[src/rtl/hb_pkg.sv]
package hb_pkg;
  localparam int BXW  = 12;
  localparam int PADW = 6;
  localparam int AMPW = 12;

  typedef struct packed {
    logic [BXW-1:0]  bx;
    logic [PADW-1:0] pad;
    logic [AMPW-1:0] amp;
  } hit_t;

  localparam int HW = $bits(hit_t);
endpackage

[src/rtl/hb_scan.sv]
// Captures one crossing and emits its passing channels, lowest pad first.
module hb_scan
  import hb_pkg::*;
#(
  parameter int NCH = 8
) (
  input  logic                clk,
  input  logic                rst,
  input  logic                flush,
  input  logic                capture,
  input  logic [NCH*AMPW-1:0] samples,
  input  logic [AMPW-1:0]     threshold,
  input  logic [BXW-1:0]      bx_in,
  output logic                pend_valid,
  output hit_t                pend_hit
);
  localparam int SW = (NCH > 1) ? $clog2(NCH) : 1;

  logic [NCH-1:0]  mask;
  logic [AMPW-1:0] amp_q [NCH];
  logic [BXW-1:0]  bx_q;
  logic [SW-1:0]   sel;

  always_comb begin
    sel = '0;
    for (int i = NCH - 1; i >= 0; i--)
      if (mask[i]) sel = SW'(i);
  end

  assign pend_valid   = |mask;
  assign pend_hit.bx  = bx_q;
  assign pend_hit.pad = PADW'(sel);
  assign pend_hit.amp = amp_q[sel];

  for (genvar g = 0; g < NCH; g++) begin : g_ch
    logic hit_q;

    always_ff @(posedge clk) begin
      if (rst || flush)
        hit_q <= 1'b0;
      else if (capture)
        hit_q <= samples[g*AMPW +: AMPW] > threshold;
      else if (pend_valid && sel == SW'(g))
        hit_q <= 1'b0;
    end

    always_ff @(posedge clk)
      if (capture) amp_q[g] <= samples[g*AMPW +: AMPW];

    assign mask[g] = hit_q;
  end

  always_ff @(posedge clk)
    if (capture) bx_q <= bx_in;
endmodule

[src/rtl/hb_mem.sv]
// Simple dual-port store with registered read.
module hb_mem #(
  parameter int DEPTH = 32,
  parameter int W     = 30,
  localparam int AW   = $clog2(DEPTH)
) (
  input  logic          clk,
  input  logic          we,
  input  logic [AW-1:0] waddr,
  input  logic [W-1:0]  wdata,
  input  logic          re,
  input  logic [AW-1:0] raddr,
  output logic [W-1:0]  rdata
);
  logic [W-1:0] mem [DEPTH];

  always_ff @(posedge clk) begin
    if (we) mem[waddr] <= wdata;
    if (re) rdata <= mem[raddr];
  end
endmodule

[src/rtl/hit_buffer.sv]
module hit_buffer
  import hb_pkg::*;
#(
  parameter int NCH   = 8,
  parameter int DEPTH = 32
) (
  input  logic                clk,
  input  logic                rst,
  input  logic                train_start,
  input  logic                train_stop,
  input  logic                bx_strobe,
  input  logic [NCH*AMPW-1:0] samples,
  input  logic [AMPW-1:0]     threshold,
  input  logic                rd_req,
  output logic [HW-1:0]       hit_word,
  output logic                hit_valid,
  output logic                overflow,
  output logic                empty
);
  localparam int PW = $clog2(DEPTH);
  localparam int CW = $clog2(DEPTH + 1);
  localparam logic [BXW-1:0] BX_MAX = '1;

  logic           in_train;
  logic [BXW-1:0] bx_cnt;
  logic [PW-1:0]  wp, rp;
  logic [CW-1:0]  count;
  logic           ovf_q, valid_q;
  logic           capture, we, re, pend_valid;
  hit_t           pend_hit;

  assign capture = bx_strobe && in_train && !train_start;
  assign we      = pend_valid && (count != CW'(DEPTH));
  assign re      = rd_req && !in_train && !train_start && !pend_valid && (count != '0);

  hb_scan #(.NCH(NCH)) u_scan (
    .clk       (clk),
    .rst       (rst),
    .flush     (train_start),
    .capture   (capture),
    .samples   (samples),
    .threshold (threshold),
    .bx_in     (bx_cnt),
    .pend_valid(pend_valid),
    .pend_hit  (pend_hit)
  );

  hb_mem #(.DEPTH(DEPTH), .W(HW)) u_mem (
    .clk  (clk),
    .we   (we),
    .waddr(wp),
    .wdata(pend_hit),
    .re   (re),
    .raddr(rp),
    .rdata(hit_word)
  );

  always_ff @(posedge clk) begin
    if (rst)              in_train <= 1'b0;
    else if (train_start) in_train <= 1'b1;
    else if (train_stop)  in_train <= 1'b0;
  end

  always_ff @(posedge clk) begin
    if (rst || train_start)              bx_cnt <= '0;
    else if (capture && bx_cnt != BX_MAX) bx_cnt <= bx_cnt + 1'b1;
  end

  always_ff @(posedge clk) begin
    if (rst || train_start) begin
      wp    <= '0;
      rp    <= '0;
      count <= '0;
    end else begin
      if (we) wp <= (wp == PW'(DEPTH - 1)) ? '0 : wp + 1'b1;
      if (re) rp <= (rp == PW'(DEPTH - 1)) ? '0 : rp + 1'b1;
      count <= count + CW'(we) - CW'(re);
    end
  end

  always_ff @(posedge clk) begin
    if (rst || train_start)                     ovf_q <= 1'b0;
    else if (pend_valid && count == CW'(DEPTH)) ovf_q <= 1'b1;
  end

  always_ff @(posedge clk) begin
    if (rst) valid_q <= 1'b0;
    else     valid_q <= re;
  end

  assign hit_valid = valid_q;
  assign overflow  = ovf_q;
  assign empty     = (count == '0);
endmodule

[config.mk]
export PLATFORM = sky130hd
export DESIGN_NAME = hit_buffer
export DESIGN_NICKNAME = d
export VERILOG_FILES = /design/src/rtl/hb_pkg.sv /design/src/rtl/hb_scan.sv /design/src/rtl/hb_mem.sv /design/src/rtl/hit_buffer.sv
export SDC_FILE = /design/constraint.sdc
export NUM_CORES = 1
export LEC_CHECK = 0
export ABC_AREA = 1
export BUFFER_PORTS_ARGS = -buffer_cell sky130_fd_sc_hd__buf_4
export CAP_MARGIN = 20
export CORE_MARGIN = 2
export CORE_UTILIZATION = 56
export DETAILED_ROUTE_END_ITERATION = 12
export HOLD_SLACK_MARGIN = 0.02
export PLACE_DENSITY_LB_ADDON = 0.12
export SYNTH_ARGS = -nofsm -noshare
export SYNTH_HDL_FRONTEND = slang
export SYNTH_SLANG_ARGS = --single-unit
[constraint.sdc]
create_clock -name clk -period 4.54 [get_ports clk]
set_input_delay 0.454 -clock clk [delete_from_list [all_inputs] [get_ports clk]]
set_output_delay 0.454 -clock clk [all_outputs]
set_load 0.005 [all_outputs]
==> impl_metrics.prom, run 1 <==
# TYPE chip_impl_metric gauge
chip_impl_metric{name="fin_crit",unit="ns"} 3.32
chip_impl_metric{name="synth-edff-count",unit=""} 999
chip_impl_metric{name="numClockSinks",unit=""} 1038
chip_impl_metric{name="fin_setup_tns",unit="ns"} 0
chip_impl_metric{name="gate_count_of_the_mapped_netlist",unit=""} 3550
chip_impl_metric{name="avgRoutedWirePerCell",unit="um"} 24.4
chip_impl_info{name="synth_top_cells_by_area",value="edfxtp_1, nor2_1, o21ai_0"} 1
chip_impl_metric{name="drt_first_pass_iters",unit=""} 6
chip_impl_info{name="layout.cells.most_common_list",value="edfxtp_1, nor2_1, o21ai_0, nand2_1, buf_4"} 1
chip_impl_metric{name="synth_async_sr_flop_share",unit="%"} 0
chip_impl_metric{name="post-layout-total-power",unit="mW"} 20.2
chip_impl_metric{name="drtAntennaViolNets",unit=""} 0
chip_impl_metric{name="worstMarginPinSlew",unit="ns"} 1.16
chip_impl_metric{name="number_of_max_capacitance_violations_reported",unit=""} 0
chip_impl_metric{name="post_cts_buffers",unit=""} 0
chip_impl_metric{name="clk_pin_slew",unit="ns"} 0.06
chip_impl_metric{name="routed-wl-met2",unit="um"} 56900
chip_impl_info{name="cts_tree",value="built"} 1
chip_impl_metric{name="slew_headroom",unit="%"} 22.6
chip_impl_metric{name="grt_use_total",unit="%"} 29.4
chip_impl_metric{name="synth.lib_cells_used.distinct",unit=""} 40
chip_impl_metric{name="final_hold_viols",unit=""} 0
chip_impl_info{name="crit_path_end_kind",value="flip-flop"} 1
chip_impl_metric{name="grt_max_degree",unit=""} 185
chip_impl_metric{name="starting_drt_drc_count",unit=""} 3956
chip_impl_metric{name="ios",unit=""} 147
chip_impl_metric{name="grt_antenna_before_repair",unit=""} 0
chip_impl_metric{name="postCtsHoldBufs",unit=""} 97
chip_impl_metric{name="postSynthRegisterBits",unit=""} 1038
chip_impl_info{name="mostFrequentLayoutCell",value="edfxtp_1"} 1
chip_impl_metric{name="peakVddDrop",unit="uV"} 319
chip_impl_metric{name="met3WireLength",unit="um"} 10700
chip_impl_metric{name="floorplan.die.width",unit="um"} 283
chip_impl_metric{name="die_h",unit="um"} 283
chip_impl_metric{name="final_util",unit="%"} 64.9
chip_impl_info{name="setup_repair_after_global_routing_missed_its_margin",value="false"} 1
chip_impl_metric{name="post_route_m1_wl",unit="um"} 48200
chip_impl_metric{name="detail_route.wirelength",unit="um"} 119000
chip_impl_metric{name="vias",unit=""} 29916
chip_impl_metric{name="rows",unit=""} 102
chip_impl_metric{name="overflow",unit=""} 0
chip_impl_info{name="synth_top_flop_cell",value="edfxtp_1"} 1
chip_impl_metric{name="filler_cell_count",unit=""} 5655
chip_impl_metric{name="final_critical_path_share_of_the_clock_period",unit="%"} 73.1
chip_impl_metric{name="maxClockFrequency",unit="MHz"} 301
chip_impl_metric{name="cts_max_path_buffers",unit=""} 3
chip_impl_metric{name="via_count_of_the_first_global_routing_pass",unit=""} 28597
chip_impl_metric{name="gp_congestion",unit=""} 0.894
chip_impl_metric{name="setup_viol",unit=""} 0
chip_impl_metric{name="placement.io_buffers",unit=""} 143
chip_impl_metric{name="cts_buffers",unit=""} 102
chip_impl_info{name="worst_setup_path_start_kind",value="flip-flop"} 1
chip_impl_metric{name="syn2layout_area_growth",unit="%"} 15.0
chip_impl_info{name="dr.max_layer_used",value="met4"} 1
chip_impl_metric{name="synth_area_per_cell",unit="um^2"} 12.3
chip_impl_info{name="criticalPathCategory",value="flip-flop to flip-flop"} 1
chip_impl_metric{name="vias_per_cell",unit=""} 6.13
chip_impl_metric{name="effective_utilization_at_floorplan",unit="%"} 56.4
chip_impl_metric{name="placeableCoreArea",unit="um^2"} 77200
chip_impl_metric{name="timing.final.max_slew_violations",unit=""} 0
chip_impl_info{name="synthDominantAreaCellType",value="edfxtp_1"} 1
chip_impl_metric{name="cp_data_arrival_time",unit="ns"} 3.73
chip_impl_metric{name="finClkSkew",unit="ns"} 0.0341
chip_impl_info{name="hold_path_class",value="input pin to flip-flop"} 1
chip_impl_metric{name="final_area",unit="um^2"} 50100
chip_impl_metric{name="place_area",unit="um^2"} 45600
chip_impl_metric{name="ctsResizeCount",unit=""} 0
chip_impl_metric{name="fin_ws",unit="ns"} 1.22
chip_impl_metric{name="powerDensity",unit="nW/um^2"} 402
chip_impl_metric{name="cts_htree_levels",unit=""} 3
chip_impl_metric{name="cp_max_fo",unit=""} 44
chip_impl_metric{name="grt_first_pass_wirelength",unit="um"} 178000
chip_impl_metric{name="ys_warnings",unit=""} 0
chip_impl_metric{name="dp_slack",unit="ns"} 1.18
chip_impl_info{name="outcome",value="completed"} 1
chip_impl_metric{name="synth_top_area_share",unit="%"} 68.8
chip_impl_metric{name="power.static_leakage",unit="nW"} 17.5
chip_impl_metric{name="fp.dieArea",unit="um^2"} 80100
chip_impl_metric{name="detailedPlacementHpwl",unit="um"} 69900
chip_impl_metric{name="seq_area_frac_synth",unit="%"} 70.6
chip_impl_metric{name="finish.net_count",unit=""} 3981
chip_impl_metric{name="worstPathRequired",unit="ns"} 4.95
chip_impl_metric{name="post-route-drc-count",unit=""} 0
chip_impl_metric{name="synth_area",unit="um^2"} 43600
chip_impl_metric{name="clk_lat_worst_skew",unit="ns"} 0.66
chip_impl_metric{name="insertedDiodeCount",unit=""} 0
chip_impl_metric{name="drive_gt1_share",unit="%"} 10.9
chip_impl_info{name="ctsRootBufferMaster",value="clkbuf_16"} 1
-- state kept, by name, summed over array words and instances (netlist names) --
signal / count
u_mem.mem: 864
u_scan.bx_q: 12
u_scan.g_ch.hit_q: 8
rp: 5
wp: 5
overflow: 1
bx_cnt: 12
u_mem.rdata: 27
count: 6
hit_valid: 1
in_train: 1
u_scan.amp_q: 96
-- synth_stat cells, drive strengths merged, types with 2 or more instances --
cell type / number
o31ai: 2
dfxtp: 39
a21oi: 92
ha: 113
o22ai: 105
o21ai: 472
clkinv: 2
nand3: 163
o211ai: 106
nor3: 18
nor2: 608
nand4: 97
nor3b: 3
xnor2: 2
xor2: 7
a211oi: 5
buf: 121
nand2: 350
edfxtp: 999
clkbuf: 87
o21a: 4
inv: 150
-- final timing paths --
check                                              from                         to  slack, ns  cells after the start
worst min-delay path                        train_start      in_train$_SDFFE_PP0P_       0.08                      3
worst max-delay path                 rp[1]$_SDFFE_PP0P_  u_mem.rdata[19]$_DFFE_PP_       1.22                     10
worst max register to register       rp[1]$_SDFFE_PP0P_  u_mem.rdata[19]$_DFFE_PP_       1.22                     10
worst min register to register  bx_cnt[10]$_SDFFE_PP0P_  u_scan.bx_q[10]$_DFFE_PP_       0.47                      0
-- through the flow --
step,instances,hold WS [ns]
4_1_cts,4867,0.0530
3_5_place_dp,4580,0.457
2_1_floorplan,3552,0.430
3_3_place_gp,4580,0.454
6_report,4879,0.0845
5_1_grt,4879,0.0877
-- worst max-delay path, stage by stage (launching register included) --
cell and delay [ns]:
dfxtp_4 0.66, clkinv_2 0.82, buf_12 0.50, o21ai_1 0.11
o22ai_1 0.09, nand2_1 0.07, nand2_1 0.04, a21oi_1 0.26
nand2_1 0.28, nand2_1 0.12, inv_1 0.04
-- power by group --
group / total (mW) / switching [mW] / internal, mW
clock: 8.30 / 3.55 / 4.75
sequential: 10.6 / 0.0362 / 10.6
combinational: 1.24 / 0.808 / 0.430
total: 20.2 / 4.39 / 15.8
-- routing by layer --
metal	vias to the layer above	GRT usage, %
met3	204	4.85
met5	-	0
li1	13360	-
met2	1537	47.7
met4	0	9.18
met1	14815	41.1
-- cell type report --
class	count	area [um^2]	share of cell area, %
timing repair buffer	305	2830	5.64
clock inverter	60	512	1.02
tap	1040	1300	2.60
clock buffer	130	2760	5.51
sequential	1038	30800	61.4
multi-input combinational	2154	11400	22.7
inverter	152	584	1.17
-- cell families (layout without fill, tap and decap cells) --
group,after synthesis,in the layout,share of synthesized area [%]
AND/OR/NAND/NOR,1241,1241,11.9
flip-flops,1038,1038,70.6
AO/OA/AOI/OAI,787,787,10.0
buffers and inverters,360,647,3.93
adder cells (fa/ha/maj),114,114,3.29
XOR/XNOR,9,9,0.181
other,1,3,0.00860
No activity file was read; power rests on OpenSTA's default activity.
==> inputs of run 2 (changes only) <==
- CORE_UTILIZATION: 56 -> 60
- clock period: 4.54 -> 3.3 ns (I/O delays scaled with it)
==> run 2 against run 1 <==
Against the previous run: flip-flop and latch count unchanged; critical path type unchanged; critical endpoint is now u_mem.rdata[8]$_DFFE_PP_; utilization increased by 5.3 points; setup slack got worse by 0.74 ns; highest routed layer is now met5; first-iteration DRC count decreased by 5.6%; global-route usage increased by 2.2 points.
==> impl_metrics.prom, run 2 (synthesized netlist as in run 1, its figures left out) <==
# TYPE chip_impl_metric gauge
chip_impl_metric{name="vias_per_cell",unit=""} 6.22
chip_impl_metric{name="post-route-drc-count",unit=""} 0
chip_impl_metric{name="worstMarginPinSlew",unit="ns"} 0.967
chip_impl_metric{name="placement.io_buffers",unit=""} 143
chip_impl_metric{name="timing.final.max_slew_violations",unit=""} 0
chip_impl_metric{name="internal_power",unit="mW"} 21.8
chip_impl_metric{name="floorplan.die.width",unit="um"} 274
chip_impl_metric{name="cts_htree_levels",unit=""} 3
chip_impl_metric{name="finish.net_count",unit=""} 4028
chip_impl_metric{name="avgRoutedWirePerCell",unit="um"} 24.3
chip_impl_metric{name="grt_max_degree",unit=""} 141
chip_impl_metric{name="timing.reg2reg.setup_slack",unit="ns"} 0.48
chip_impl_info{name="ctsRootBufferMaster",value="clkbuf_16"} 1
chip_impl_metric{name="syn2layout_area_growth",unit="%"} 15.6
chip_impl_metric{name="drive_gt1_share",unit="%"} 11.8
chip_impl_metric{name="fin_setup_tns",unit="ns"} 0
chip_impl_metric{name="setup_viol",unit=""} 0
chip_impl_info{name="mostFrequentLayoutCell",value="edfxtp_1"} 1
chip_impl_info{name="layout.cells.most_common_list",value="edfxtp_1, nor2_1, o21ai_0, nand2_1, buf_4"} 1
chip_impl_metric{name="detail_route.wirelength",unit="um"} 118000
chip_impl_metric{name="via_count_of_the_first_global_routing_pass",unit=""} 29494
chip_impl_metric{name="peakVddDrop",unit="uV"} 453
chip_impl_metric{name="slew_headroom",unit="%"} 35.4
chip_impl_metric{name="grt_antenna_before_repair",unit=""} 3
chip_impl_info{name="cts_tree",value="built"} 1
chip_impl_metric{name="dp.cells",unit=""} 4545
chip_impl_metric{name="die_h",unit="um"} 274
chip_impl_metric{name="multi_input_area",unit="um^2"} 11300
chip_impl_metric{name="ctsResizeCount",unit=""} 0
chip_impl_metric{name="numClockSinks",unit=""} 1038
chip_impl_metric{name="netSwitchingPower",unit="mW"} 5.99
chip_impl_metric{name="overflow",unit=""} 0
chip_impl_metric{name="power.share.clock",unit="%"} 41.2
chip_impl_metric{name="fin_crit",unit="ns"} 2.82
chip_impl_metric{name="detailedPlacementHpwl",unit="um"} 69400
chip_impl_metric{name="vias",unit=""} 30100
chip_impl_metric{name="clk_lat_worst_skew",unit="ns"} 0.67
chip_impl_metric{name="number_of_max_capacitance_violations_reported",unit=""} 0
chip_impl_metric{name="clk_pin_slew",unit="ns"} 0.06
chip_impl_metric{name="effective_utilization_at_floorplan",unit="%"} 60.8
chip_impl_metric{name="pwr-share-seq",unit="%"} 52.7
chip_impl_metric{name="finalNonFillerCells",unit=""} 4836
chip_impl_metric{name="placeableCoreArea",unit="um^2"} 71700
chip_impl_info{name="largest_register",value="u_mem.mem"} 1
chip_impl_metric{name="worstPathRequired",unit="ns"} 3.84
chip_impl_metric{name="drt_first_pass_iters",unit=""} 6
chip_impl_metric{name="grt_first_pass_wirelength",unit="um"} 177000
chip_impl_info{name="crit_path_end_kind",value="flip-flop"} 1
chip_impl_metric{name="register_area",unit="um^2"} 30800
chip_impl_metric{name="power.static_leakage",unit="nW"} 17.7
chip_impl_metric{name="hold-path-cell-count",unit=""} 2
chip_impl_info{name="setup_repair_after_global_routing_missed_its_margin",value="false"} 1
chip_impl_metric{name="reg2reg_depth",unit=""} 8
chip_impl_metric{name="drtAntennaViolNets",unit=""} 0
chip_impl_metric{name="final_critical_path_share_of_the_clock_period",unit="%"} 85.5
chip_impl_metric{name="filler_cell_count",unit=""} 4850
chip_impl_info{name="hold_path_class",value="input pin to flip-flop"} 1
chip_impl_metric{name="maxClockFrequency",unit="MHz"} 354
chip_impl_metric{name="final_hold_viols",unit=""} 0
chip_impl_info{name="largest_registers",value="u_mem.mem (864), u_scan.amp_q (96), u_mem.rdata (27)"} 1
chip_impl_info{name="outcome",value="completed"} 1
chip_impl_metric{name="rows",unit=""} 98
chip_impl_metric{name="grt_use_total",unit="%"} 31.6
chip_impl_metric{name="largest_register_ff_count",unit=""} 864
chip_impl_info{name="criticalPathCategory",value="flip-flop to flip-flop"} 1
chip_impl_metric{name="starting_drt_drc_count",unit=""} 3733
chip_impl_metric{name="powerDensity",unit="nW/um^2"} 551
chip_impl_metric{name="share_comb_of_total_power",unit="%"} 6.1
chip_impl_metric{name="cts_buffers",unit=""} 101
chip_impl_metric{name="finClkSkew",unit="ns"} 0.0198
chip_impl_metric{name="cts_max_path_buffers",unit=""} 3
chip_impl_metric{name="gp_congestion",unit=""} 0.896
chip_impl_metric{name="final_util",unit="%"} 70.3
chip_impl_metric{name="cp_max_fo",unit=""} 140
chip_impl_metric{name="whs",unit="ns"} 0.0987
chip_impl_info{name="worst_setup_path_start_kind",value="flip-flop"} 1
chip_impl_metric{name="fp.dieArea",unit="um^2"} 74800
chip_impl_metric{name="ios",unit=""} 147
chip_impl_metric{name="cp_data_arrival_time",unit="ns"} 3.36
chip_impl_metric{name="power.share.switching",unit="%"} 21.6
run 2: final timing paths:
path	startpoint	end
worst max-delay path	rp[0]$_SDFFE_PP0P_	u_mem.rdata[8]$_DFFE_PP_
worst min-delay path	train_start	u_scan.amp_q[7][6]$_DFFE_PP_
worst max register to register	rp[0]$_SDFFE_PP0P_	u_mem.rdata[8]$_DFFE_PP_
worst min register to register	bx_cnt[10]$_SDFFE_PP0P_	u_scan.bx_q[10]$_DFFE_PP_
run 2: area by class of cell:
class                           count  share of cell area, %
Antenna cell                        1                0.00497
Clock buffer                      129                   5.50
Clock inverter                     59                   1.02
Inverter                          152                   1.16
Multi-Input combinational cell   2154                   22.5
Sequential cell                  1038                   61.1
Tap cell                          950                   2.36
Timing Repair Buffer              353                   6.35
run 2: power groups by stage:
stage	clock, mW	sequential, mW	combinational [mW]
floorplan	0	14.9	0.900
global placement	0	14.9	1.51
detailed placement	0	14.9	1.57
CTS	11.5	14.6	1.67
global route	12.0	14.6	1.86
finish	11.4	14.6	1.70
run 2: critical path, cell delays in order, from the launching register on:
cell and delay [ns]:
dfxtp_4 0.39, buf_12 0.37, buf_12 0.48, o21ai_0 0.22
o211ai_1 0.29, nand3_1 0.22, nand4_1 0.21, nand2_1 0.09
inv_1 0.06
run 2: stage by stage:
stage                     instance area, um^2  setup slack [ns]  power, mW
after detailed placement                46000             0.522       16.5
final                                   50400             0.479       27.8
after global routing                    50400             0.260       28.5
after floorplan                         43600            -0.154       15.8
after global placement                  46000             0.543       16.4
after CTS                               50300             0.506       27.8
run 2: what timing repair did:
| item | CTS | global route |
|---|---|---|
| buffers inserted | 0 | 0 |
| hold buffers | 98 | 0 |
| hold endpoints to repair | 98 | 0 |
run 2: per-layer routing:
metal	vias up	share of wire (%)	global-route usage, %
li1	13445	-	-
met1	14676	39	42.8
met2	1714	48	51.3
met3	263	9.3	4.75
met4	2	4.3	13.9
met5	-	0.017	0
